===== src/rtl/mcc_pkg.sv =====
// Package: shared widths, state numbering, opcodes and the control word.
// Assumes: opcodes follow the 6-bit field encoding listed in the brief.
package mcc_pkg;
    localparam int STATE_W = 4;
    localparam int OP_W    = 6;
    localparam int SEL_W   = 2;

    typedef enum logic [STATE_W-1:0] {
        ST_FETCH   = 4'd0,
        ST_DECODE  = 4'd1,
        ST_ADDR    = 4'd2,
        ST_LD_MEM  = 4'd3,
        ST_LD_WB   = 4'd4,
        ST_ST_MEM  = 4'd5,
        ST_R_EXEC  = 4'd6,
        ST_R_DONE  = 4'd7,
        ST_BRANCH  = 4'd8,
        ST_JUMP    = 4'd9,
        ST_OR_EXEC = 4'd10,
        ST_OR_DONE = 4'd11
    } state_e;

    localparam logic [OP_W-1:0] OPC_REG   = 6'h00;
    localparam logic [OP_W-1:0] OPC_JUMP  = 6'h02;
    localparam logic [OP_W-1:0] OPC_BEQ   = 6'h04;
    localparam logic [OP_W-1:0] OPC_ORI   = 6'h0D;
    localparam logic [OP_W-1:0] OPC_LOAD  = 6'h23;
    localparam logic [OP_W-1:0] OPC_STORE = 6'h2B;

    localparam logic [SEL_W-1:0] ALU_ADD  = 2'd0;
    localparam logic [SEL_W-1:0] ALU_SUB  = 2'd1;
    localparam logic [SEL_W-1:0] ALU_FUNC = 2'd2;
    localparam logic [SEL_W-1:0] ALU_OR   = 2'd3;

    localparam logic [SEL_W-1:0] B_FOUR   = 2'd0;
    localparam logic [SEL_W-1:0] B_REG    = 2'd1;
    localparam logic [SEL_W-1:0] B_SHIMM  = 2'd2;
    localparam logic [SEL_W-1:0] B_IMM    = 2'd3;

    localparam logic [SEL_W-1:0] PCS_ALU  = 2'd0;
    localparam logic [SEL_W-1:0] PCS_TGT  = 2'd1;
    localparam logic [SEL_W-1:0] PCS_JMP  = 2'd2;

    typedef struct packed {
        logic             pc_wr;
        logic             pc_wr_cond;
        logic             ir_wr;
        logic             mem_wr;
        logic             reg_wr;
        logic             tgt_wr;
        logic             addr_from_alu;
        logic             dst_rd;
        logic             wb_mem;
        logic             ext_sign;
        logic [SEL_W-1:0] pc_src;
        logic             alu_a_reg;
        logic [SEL_W-1:0] alu_b_sel;
        logic [SEL_W-1:0] alu_op;
    } ctrl_t;
endpackage


===== src/rtl/mcc_next_state.sv =====
// Module: next-state function of the sequencer.
// Assumes: the opcode is stable while the decode and address states are active.
module mcc_next_state
    import mcc_pkg::*;
(
    input  state_e              cur_i,
    input  logic [OP_W-1:0]     opcode_i,
    output state_e              nxt_o
);
    // Pick the successor state from the current state and the opcode.
    always_comb begin
        nxt_o = ST_FETCH;
        case (cur_i)
            ST_FETCH:   nxt_o = ST_DECODE;
            ST_DECODE: begin
                case (opcode_i)
                    OPC_LOAD, OPC_STORE: nxt_o = ST_ADDR;
                    OPC_REG:             nxt_o = ST_R_EXEC;
                    OPC_BEQ:             nxt_o = ST_BRANCH;
                    OPC_ORI:             nxt_o = ST_OR_EXEC;
                    OPC_JUMP:            nxt_o = ST_JUMP;
                    default:             nxt_o = ST_FETCH;
                endcase
            end
            ST_ADDR:    nxt_o = (opcode_i == OPC_STORE) ? ST_ST_MEM : ST_LD_MEM;
            ST_LD_MEM:  nxt_o = ST_LD_WB;
            ST_R_EXEC:  nxt_o = ST_R_DONE;
            ST_OR_EXEC: nxt_o = ST_OR_DONE;
            default:    nxt_o = ST_FETCH;
        endcase
    end
endmodule


===== src/rtl/mcc_ctrl_decode.sv =====
// Module: maps each state to its fixed control word.
// Assumes: outputs not used by a state are driven 0 so that they are deterministic.
module mcc_ctrl_decode
    import mcc_pkg::*;
(
    input  state_e cur_i,
    output ctrl_t  ctrl_o
);
    // Build the control word for the current state on top of an all-zero default.
    always_comb begin
        ctrl_o = '0;
        case (cur_i)
            ST_FETCH: begin
                ctrl_o.pc_wr  = 1'b1;
                ctrl_o.ir_wr  = 1'b1;
                ctrl_o.alu_op = ALU_ADD;
            end
            ST_DECODE: begin
                ctrl_o.tgt_wr    = 1'b1;
                ctrl_o.ext_sign  = 1'b1;
                ctrl_o.alu_b_sel = B_SHIMM;
            end
            ST_ADDR, ST_LD_MEM, ST_LD_WB, ST_ST_MEM: begin
                ctrl_o.ext_sign      = 1'b1;
                ctrl_o.alu_a_reg     = 1'b1;
                ctrl_o.alu_b_sel     = B_IMM;
                ctrl_o.addr_from_alu = (cur_i == ST_LD_MEM);
                ctrl_o.reg_wr        = (cur_i == ST_LD_WB);
                ctrl_o.wb_mem        = (cur_i == ST_LD_WB);
                ctrl_o.mem_wr        = (cur_i == ST_ST_MEM);
            end
            ST_R_EXEC, ST_R_DONE: begin
                ctrl_o.dst_rd    = 1'b1;
                ctrl_o.alu_a_reg = 1'b1;
                ctrl_o.alu_b_sel = B_REG;
                ctrl_o.alu_op    = ALU_FUNC;
                ctrl_o.reg_wr    = (cur_i == ST_R_DONE);
            end
            ST_BRANCH: begin
                ctrl_o.pc_wr_cond = 1'b1;
                ctrl_o.alu_op     = ALU_SUB;
                ctrl_o.alu_a_reg  = 1'b1;
                ctrl_o.alu_b_sel  = B_REG;
                ctrl_o.pc_src     = PCS_TGT;
            end
            ST_JUMP: begin
                ctrl_o.pc_wr  = 1'b1;
                ctrl_o.pc_src = PCS_JMP;
            end
            ST_OR_EXEC, ST_OR_DONE: begin
                ctrl_o.alu_a_reg = 1'b1;
                ctrl_o.alu_b_sel = B_IMM;
                ctrl_o.alu_op    = ALU_OR;
                ctrl_o.reg_wr    = (cur_i == ST_OR_DONE);
            end
            default: ctrl_o = '0;
        endcase
    end
endmodule


===== src/rtl/mcc_ctrl.sv =====
// Module: top of the multicycle sequencer; state register plus the two decoders.
// Assumes: rst_n is synchronous and active low; opcode comes from the instruction register.
module mcc_ctrl
    import mcc_pkg::*;
(
    input  logic               clk,
    input  logic               rst_n,
    input  logic [OP_W-1:0]    opcode_i,
    output logic [STATE_W-1:0] state_o,
    output logic               pc_wr_o,
    output logic               pc_wr_cond_o,
    output logic               ir_wr_o,
    output logic               mem_wr_o,
    output logic               reg_wr_o,
    output logic               tgt_wr_o,
    output logic               addr_from_alu_o,
    output logic               dst_rd_o,
    output logic               wb_mem_o,
    output logic               ext_sign_o,
    output logic [SEL_W-1:0]   pc_src_o,
    output logic               alu_a_reg_o,
    output logic [SEL_W-1:0]   alu_b_sel_o,
    output logic [SEL_W-1:0]   alu_op_o
);
    state_e cur_q;
    state_e nxt;
    ctrl_t  ctrl;

    mcc_next_state u_next (
        .cur_i    (cur_q),
        .opcode_i (opcode_i),
        .nxt_o    (nxt)
    );

    mcc_ctrl_decode u_decode (
        .cur_i  (cur_q),
        .ctrl_o (ctrl)
    );

    // State register with synchronous active-low reset to fetch.
    always_ff @(posedge clk) begin
        if (!rst_n) cur_q <= ST_FETCH;
        else        cur_q <= nxt;
    end

    // Unpack the control word onto the ports.
    always_comb begin
        state_o         = cur_q;
        pc_wr_o         = ctrl.pc_wr;
        pc_wr_cond_o    = ctrl.pc_wr_cond;
        ir_wr_o         = ctrl.ir_wr;
        mem_wr_o        = ctrl.mem_wr;
        reg_wr_o        = ctrl.reg_wr;
        tgt_wr_o        = ctrl.tgt_wr;
        addr_from_alu_o = ctrl.addr_from_alu;
        dst_rd_o        = ctrl.dst_rd;
        wb_mem_o        = ctrl.wb_mem;
        ext_sign_o      = ctrl.ext_sign;
        pc_src_o        = ctrl.pc_src;
        alu_a_reg_o     = ctrl.alu_a_reg;
        alu_b_sel_o     = ctrl.alu_b_sel;
        alu_op_o        = ctrl.alu_op;
    end
endmodule


===== config.mk =====
export PLATFORM = sky130hd
export DESIGN_NAME = mcc_ctrl
export DESIGN_NICKNAME = d
export VERILOG_FILES = /design/src/rtl/mcc_pkg.sv /design/src/rtl/mcc_next_state.sv /design/src/rtl/mcc_ctrl_decode.sv /design/src/rtl/mcc_ctrl.sv
export SDC_FILE = /design/constraint.sdc
export NUM_CORES = 1
export LEC_CHECK = 0
export ABC_CLOCK_PERIOD_IN_PS = 2000
export BUFFER_PORTS_ARGS = -buffer_cell sky130_fd_sc_hd__buf_2
export CORE_AREA = 2 2 39 41
export CTS_CLUSTER_DIAMETER = 40
export DETAILED_ROUTE_END_ITERATION = 16
export DIE_AREA = 0 0 41 43
export PLACE_DENSITY_LB_ADDON = 0.25
export SLEW_MARGIN = 20
export SYNTH_ARGS = -nofsm -noshare
export SYNTH_HDL_FRONTEND = slang
export SYNTH_SLANG_ARGS = --single-unit
export TNS_END_PERCENT = 10

===== constraint.sdc =====
create_clock -name clk -period 2 [get_ports clk]
set_input_delay 0.1 -clock clk [delete_from_list [all_inputs] [get_ports clk]]
set_output_delay 0.1 -clock clk [all_outputs]
set_load 0.05 [all_outputs]

==> results of run 1 <==
per-stage QoR:
step                      instances   util  setup TNS [ns]  instance area, µm²  hold slack, ns
after global placement          105  0.436               0                 603           0.351
after global routing            108  0.452               0                 626           0.110
after detailed placement        105  0.436               0                 603           0.336
after floorplan                  62      -           -2.37                 439           0.222
after CTS                       108  0.452               0                 626          0.0948
final                           108  0.452               0                 626          0.0983
kinds of logic after synthesis:
| kind of cell | after synthesis | share of synthesized area |
|---|---|---|
| xor+xnor | 1 | 0.0208 |
| buf+inv | 7 | 0.0714 |
| compound gates | 20 | 0.304 |
| flops | 4 | 0.190 |
| simple gates | 30 | 0.414 |
final cells by class:
type / instances / area, µm²
clock buffers: 3 / 22.5
inverters: 3 / 11.3
multi-input cells: 51 / 329
flip-flops and latches: 4 / 80.1
repair buffers: 31 / 163
fillers: 154 / 758
well taps: 16 / 20.0
power breakdown:
part           internal (W)  switching [W]
sequential        0.0000824     0.00000139
clock             0.0000674      0.0000378
combinational     0.0000318      0.0000804
total              0.000182       0.000120
routing by layer:
metal  wire, µm  track usage  vias up
li1           -            -      288
met1        519        0.179      248
met2        567        0.216       17
met3         66       0.0157        2
met4         21        0.100        0
met5          0            0        -
worst max-delay path by stage:
stage / endpoint / slack [ns] / cells past startpoint
after floorplan: ext_sign_o / -0.40 / 3
after global placement: state_o[0] / 0.33 / 4
after detailed placement: state_o[0] / 0.30 / 4
after CTS: state_o[0] / 0.28 / 4
after global routing: pc_wr_o / 0.23 / 5
final: state_o[0] / 0.29 / 4
worst register-to-register path, cell delays in order, from the launching register on:
cell	delay [ns]
dfxtp_1	0.37
or2_4	0.30
or4_4	0.49
or3_1	0.36
a21boi_1	0.12
layout by cell type (no fill, tap or decap), types with 3 or more instances in the layout:
cell type  instances
buf_2             28
nor2_1             8
nand2b_1           5
a21oi_1            4
o21ai_0            4
dfxtp_1            4
nor3_2             3
inv_1              3
a211oi_1           3
clkbuf_4           3
buf_4              3
==> results.sh, run 1 <==
export IMPL_hold_start="rst_n"
export IMPL_ir_drop_mv=0.178
export IMPL_core_um2=1380
export IMPL_yosysMostFrequentCell="nor2_1"
export IMPL_status="finished clean"
export IMPL_clock_path_buffers=2
export IMPL_cts_max_level=1
export IMPL_power_w=0.000301
export IMPL_first_iter_violations=13
export IMPL_worst_slack_ns=0.294
export IMPL_cts_made_buffers=3
export IMPL_p_per_area_nw_per_um2=481
export IMPL_syn_num_nets=70
export IMPL_r2r_slack_ns=0.29
export IMPL_ys_ff_latch=4
export IMPL_fin_skew_ns=0.00251
export IMPL_clock_latency_ns=0.24
export IMPL_synth_enable_flop_cells=0
export IMPL_post_cts_buffers=0
export IMPL_wl_um=1170
export IMPL_syn_avg_cell_area_um2=6.78
export IMPL_hold_depth=2
export IMPL_rsz0062_at_grt="no"
export IMPL_worstMarginPinSlew_ns=0.428
export IMPL_r2r_start="state_o[3]"
export IMPL_cts_tree="done"
export IMPL_antenna_found_initial=0
export IMPL_startpoint_type="register"
export IMPL_async_reset_ff_frac=0
export IMPL_crit_path_start="state_o[3]"
export IMPL_slew_headroom=0.711
export IMPL_rows=14
export IMPL_gp_congestion=0.811
export IMPL_drive_above_1_share=0.457
export IMPL_cp_end_kind="register"
export IMPL_slowest_delay_ns=0.49
export IMPL_grt_usage=0.143
export IMPL_die_h_um=43
export IMPL_largest_reg_flops=4
export IMPL_dieArea_um2=1760
export IMPL_synth_top_area_frac=0.190
export IMPL_synth_ff_type="dfxtp_1"
export IMPL_cts_root_buf="clkbuf_4"
export IMPL_ys_types=29
export IMPL_grt_pass1_wl_um=1740
export IMPL_ff2ff_path_depth=4
export IMPL_cp_top_family="simple AND/OR/NAND/NOR gates"
export IMPL_drt_antenna_violating_nets=0
export IMPL_initial_core_util=0.304
export IMPL_drtPass1Iterations=4
export IMPL_drv_cap=0
export IMPL_dr_total_vias=555
export IMPL_hold_viol_final=0
export IMPL_period_share=0.853
export IMPL_io_pins=29
export IMPL_n_antenna_cell=0
export IMPL_grt_pass1_vias=444
export IMPL_hp_class="in2reg"
export IMPL_crit_required_ns=2.17
export IMPL_holdPathEnd="state_o[3]"
export IMPL_synth_common_cells="nor2_1 (8), a21oi_1 (5), nand2b_1 (5), nor3_1 (5)"
export IMPL_crit_type="reg2reg"
export IMPL_drv_slew=0
export IMPL_grt_max_degree=13
export IMPL_avgRoutedWirePerCell_um=10.9
export IMPL_critPathMaxFanout=9
export IMPL_syn_area_um2=420
export IMPL_post_route_min_period_ns=1.71
export IMPL_overflow=0
export IMPL_synth_area_leaders="dfxtp_1 (19%), nand2b_1 (7.4%), nor2_1 (7.1%)"
export IMPL_worst_path_buf_inv=0
export IMPL_dp_hpwl_um=924
export IMPL_netlist_instances=62
export IMPL_fmax_ghz=0.586
export IMPL_drc=0
export IMPL_p_leak_nw=0.313
export IMPL_io_buffers=28
export IMPL_nets=102
export IMPL_synth_largest_area_cell="dfxtp_1"
export IMPL_die_w_um=41
export IMPL_hold_buffers=0
export IMPL_cts_clk_slew_worst_paths_ns=0.04
export IMPL_cts_resized_gates=0
export IMPL_dp_slack_ns=0.298
export IMPL_syn2layout_area_growth_pct=48.8
export IMPL_cp_slowest_cell="or4_4"
export IMPL_yosysSeqAreaShare=0.190
export IMPL_setup_viol=0
export IMPL_worstPathArrival_ns=1.88
export IMPL_r2r_end="state_o[0]"
export IMPL_vias_per_cell=5.14
export IMPL_clock_sinks=4
export IMPL_path_cells="or2_4 > or4_4 > or3_1 > a21boi_1"
export IMPL_yosys_warnings=0
Note: power is estimated with default switching activity, not from simulation.
==> run 2: changes to the inputs <==
CTS_CLUSTER_DIAMETER = not set   (was 40)
MAX_ROUTING_LAYER = met4   (was not set)
==> run 2 against run 1 <==
  * First-iteration DRC count fell by 23%
  * Worst hold slack barely moved
  * Worst setup slack got worse by 0.0055 ns
  * Routed wire length rose by 1.0%
  * Via count rose by 0.18%
  * Global-route usage rose by 0.46 points
  * Non-clock buffer count did not move
  * Core utilization did not move
  * Cell area did not move
  * Sequential share of layout area did not move
  * Final cell count did not move
  * Fmax fell by 0.32%
  * Highest routed layer unchanged
  * Largest cell class unchanged
==> results.sh, run 2 (same netlist as run 1, synthesis figures left out) <==
export IMPL_final_core_util=0.452
export IMPL_hp_class="in2reg"
export IMPL_status="finished clean"
export IMPL_rsz0062_at_grt="no"
export IMPL_io_buffers=28
export IMPL_n_fill_cell=154
export IMPL_multi_input_area_um2=329
export IMPL_core_um2=1380
export IMPL_layout_cells_most_common_list="buf_2 (28), nor2_1 (8), nand2b_1 (5)"
export IMPL_setup_viol=0
export IMPL_avgRoutedWirePerCell_um=11.0
export IMPL_dp_hpwl_um=924
export IMPL_cts_clk_slew_worst_paths_ns=0.04
export IMPL_nets=102
export IMPL_worstMarginPinSlew_ns=0.438
export IMPL_clock_sinks=4
export IMPL_wl_um=1190
export IMPL_post_cts_buffers=0
export IMPL_dr_total_vias=556
export IMPL_post_route_min_period_ns=1.71
export IMPL_initial_core_util=0.304
export IMPL_crit_type="reg2reg"
export IMPL_clock_path_buffers=2
export IMPL_drtPass1Iterations=4
export IMPL_worstPathArrival_ns=1.89
export IMPL_io_pins=29
export IMPL_drv_slew=0
export IMPL_startpoint_type="register"
export IMPL_drive_above_1_share=0.457
export IMPL_layout_commonest_cell="buf_2"
export IMPL_largest_reg_flops=4
export IMPL_cts_tree="done"
export IMPL_cp_end_kind="register"
export IMPL_p_leak_nw=0.313
export IMPL_critPathMaxFanout=9
export IMPL_syn2layout_area_growth_pct=48.8
export IMPL_vias_per_cell=5.15
export IMPL_die_h_um=43
export IMPL_drv_cap=0
export IMPL_hold_buffers=0
export IMPL_first_iter_violations=10
export IMPL_cts_resized_gates=0
export IMPL_ir_drop_mv=0.178
export IMPL_p_per_area_nw_per_um2=482
export IMPL_drt_antenna_violating_nets=0
export IMPL_grt_pass1_wl_um=1750
export IMPL_cts_made_buffers=3
export IMPL_drc=0
export IMPL_n_antenna_cell=0
export IMPL_period_share=0.856
export IMPL_clock_latency_ns=0.24
export IMPL_overflow=0
export IMPL_fin_skew_ns=0.00253
export IMPL_hold_slack_ns=0.0978
export IMPL_gp_congestion=0.823
export IMPL_fmax_ghz=0.584
export IMPL_slew_headroom=0.704
export IMPL_die_w_um=41
export IMPL_seqCellArea_um2=80.1
export IMPL_crit_required_ns=2.17
export IMPL_grt_pass1_vias=443
export IMPL_cts_max_level=1
export IMPL_grt_usage=0.148
export IMPL_antenna_found_initial=0
export IMPL_dieArea_um2=1760
export IMPL_hold_viol_final=0
export IMPL_cts_root_buf="clkbuf_4"
export IMPL_rows=14
export IMPL_grt_max_degree=13
## run 2: per-stage QoR
stage | power [W] | setup slack [ns] | instances | cell area [µm²] | TNS, ns
global route | 0.000315 | 0.227 | 108 | 626 | 0
global placement | 0.000197 | 0.325 | 105 | 603 | 0
detailed placement | 0.000198 | 0.298 | 105 | 603 | 0
floorplan | 0.000167 | -0.399 | 62 | 439 | -2.37
finish | 0.000301 | 0.288 | 108 | 626 | 0
CTS | 0.000302 | 0.284 | 108 | 626 | 0
## run 2: metal layers
layer | track usage | vias to the layer above | part of all wire
li1 | - | 287 | -
met1 | 0.186 | 250 | 0.46
met2 | 0.213 | 17 | 0.47
met3 | 0.0157 | 2 | 0.046
met4 | 0.100 | 0 | 0.018
met5 | - | - | 0
## run 2: final cells by class
type	count	area share
sequential	4	0.128
timing repair buffer	31	0.260
tap	16	0.0320
inverter	3	0.0180
clock buffer	3	0.0360
multi-input combinational	51	0.526
## run 2: path summary, 6_finish.rpt
path	start	end	slack, ns	depth (start not counted)
max	state_o[3]	state_o[0]	0.29	4
min	rst_n	state_o[3]	0.1	2
max reg2reg	state_o[3]	state_o[0]	0.29	4
min reg2reg	state_o[2]	state_o[0]	0.68	3
## run 2: power breakdown
part	internal [W]	leakage (nW)	switching, W
Clock	0.0000674	0.0138	0.0000379
Sequential	0.0000824	0.0326	0.00000140
Combinational	0.0000318	0.267	0.0000805
## run 2: worst max-delay path: stages (launching register included)
cell and delay (ns):
dfxtp_1 0.37, or2_4 0.31, or4_4 0.49, or3_1 0.36, a21boi_1 0.12
==> run 3: changes to the inputs <==
REMOVE_ABC_BUFFERS = 1   (was not set)
==> run 3 against run 2 <==
  * Power decreased by 0.81%
  * Cell area down 4.2%
  * Global-route usage is 1.4 points higher
  * Critical path depth did not move
  * Clock power is essentially flat
  * Final cell count down 0.93%
  * Worst setup slack got worse by 0.094 ns
  * Sequential cell count did not move
  * Fmax shrank 5.2%
  * Core utilization is 1.9 points lower
  * Die area unchanged
  * Critical endpoint is now reg_wr_o
  * Largest power group unchanged
==> results.sh, run 3 (same netlist as run 1, synthesis figures left out) <==
export IMPL_status="finished clean"
export IMPL_power_frac_comb=0.366
export IMPL_hold_slack_ns=0.101
export IMPL_switching_share=0.396
export IMPL_overflow=0
export IMPL_dp_slack_ns=0.292
export IMPL_dr_total_vias=565
export IMPL_fmax_ghz=0.554
export IMPL_layout_commonest_cell="buf_2"
export IMPL_core_um2=1380
export IMPL_power_w=0.000299
export IMPL_cts_resized_gates=0
export IMPL_p_leak_nw=0.300
export IMPL_syn2layout_area_growth_pct=42.6
export IMPL_drv_cap=0
export IMPL_drtPass1Iterations=4
export IMPL_worstPathArrival_ns=1.71
export IMPL_grt_usage=0.162
export IMPL_startpoint_type="register"
export IMPL_clock_path_buffers=2
export IMPL_hold_viol_final=0
export IMPL_crit_type="reg2out"
export IMPL_cts_made_buffers=3
export IMPL_grt_max_degree=13
export IMPL_layout_cells_most_common_list="buf_2 (28), nor2_1 (8), nand2b_1 (5), nor3_1 (5), a21oi_1 (5)"
export IMPL_cts_clk_slew_worst_paths_ns=0.04
export IMPL_cp_end_kind="primary output"
export IMPL_drive_above_1_share=0.407
export IMPL_die_w_um=41
export IMPL_p_per_area_nw_per_um2=499
export IMPL_switchingPower_w=0.000118
export IMPL_clock_latency_ns=0.25
export IMPL_finalSetupTns_ns=0
export IMPL_internal_power_w=0.000181
export IMPL_clock_sinks=4
export IMPL_antenna_found_initial=0
export IMPL_drt_antenna_violating_nets=0
export IMPL_period_share=0.903
export IMPL_die_h_um=43
export IMPL_hp_class="in2reg"
export IMPL_worstMarginPinSlew_ns=0.433
export IMPL_clkPwrFrac=0.352
export IMPL_cts_tree="done"
export IMPL_setup_viol=0
export IMPL_fin_skew_ns=0.00679
export IMPL_vias_per_cell=5.28
export IMPL_wl_um=1210
export IMPL_worst_slack_ns=0.195
export IMPL_drv_slew=0
export IMPL_io_buffers=28
export IMPL_ir_drop_mv=0.171
export IMPL_n_antenna_cell=0
export IMPL_rows=14
export IMPL_pwr_share_seq=0.282
export IMPL_gp_congestion=0.772
export IMPL_slew_headroom=0.707
export IMPL_cts_root_buf="clkbuf_4"
export IMPL_dieArea_um2=1760
export IMPL_critPathMaxFanout=12
export IMPL_grt_pass1_wl_um=1880
export IMPL_n_fill_cell=156
export IMPL_hold_buffers=0
export IMPL_nets=101
export IMPL_largest_reg_flops=4
export IMPL_post_cts_buffers=0
export IMPL_avgRoutedWirePerCell_um=11.3
export IMPL_dp_hpwl_um=934
export IMPL_crit_required_ns=1.90
export IMPL_initial_core_util=0.304
export IMPL_rsz0062_at_grt="no"
export IMPL_cts_max_level=1
export IMPL_drc=0
export IMPL_post_route_min_period_ns=1.81
export IMPL_io_pins=29
export IMPL_grt_pass1_vias=431
export IMPL_first_iter_violations=10
[run 3: cell count changes in the layout (fill, tap and decap cells not counted), sizes merged]
cell | previous run | this run
buf | 31 | 30
[run 3: power groups by stage]
stage / combinational, W / sequential (W) / clock [W]
after floorplan: 0.0000674 / 0.0000965 / 0
after global placement: 0.000109 / 0.0000859 / 0
after CTS: 0.000110 / 0.0000845 / 0.000105
after detailed placement: 0.000109 / 0.0000857 / 0
final: 0.000109 / 0.0000845 / 0.000105
after global routing: 0.000117 / 0.0000847 / 0.000110
[run 3: routing by layer]
metal  GRT usage  up-vias  wire [µm]
li1            -      284          -
met1       0.219      248        536
met2       0.213       30        559
met3      0.0157        3         89
met4       0.120        0         27
met5           -        -          0
[run 3: through the flow]
| stage | std cells | area [µm²] | util |
|---|---|---|---|
| 3_3_place_gp | 104 | 577 | 0.417 |
| 6_report | 107 | 599 | 0.433 |
| 4_1_cts | 107 | 599 | 0.433 |
| 5_1_grt | 107 | 599 | 0.433 |
| 2_1_floorplan | 58 | 402 | - |
| 3_5_place_dp | 104 | 577 | 0.417 |
[run 3: worst max-delay path, cell delays in order (launching register included)]
cell and delay (ns):
dfxtp_1 0.54, inv_1 0.21, a21oi_1 0.31, a21o_1 0.16
buf_2 0.25
[run 3: layout make-up]
class,instances,area (µm²),share of cell area
clock buffer,3,22.5,0.0376
multi-input combinational,51,310,0.518
inverter,3,11.3,0.0188
sequential,4,80.1,0.134
tap,16,20.0,0.0334
timing repair buffer,30,155,0.259
[run 3: final timing paths]
check                  start          to  slack [ns]  cells past startpoint
hold / removal         rst_n  state_o[3]        0.10                      2
setup reg to reg  state_o[3]  state_o[0]        0.29                      4
setup / recovery  state_o[1]    reg_wr_o        0.19                      4
hold reg to reg   state_o[2]  state_o[0]        0.67                      3
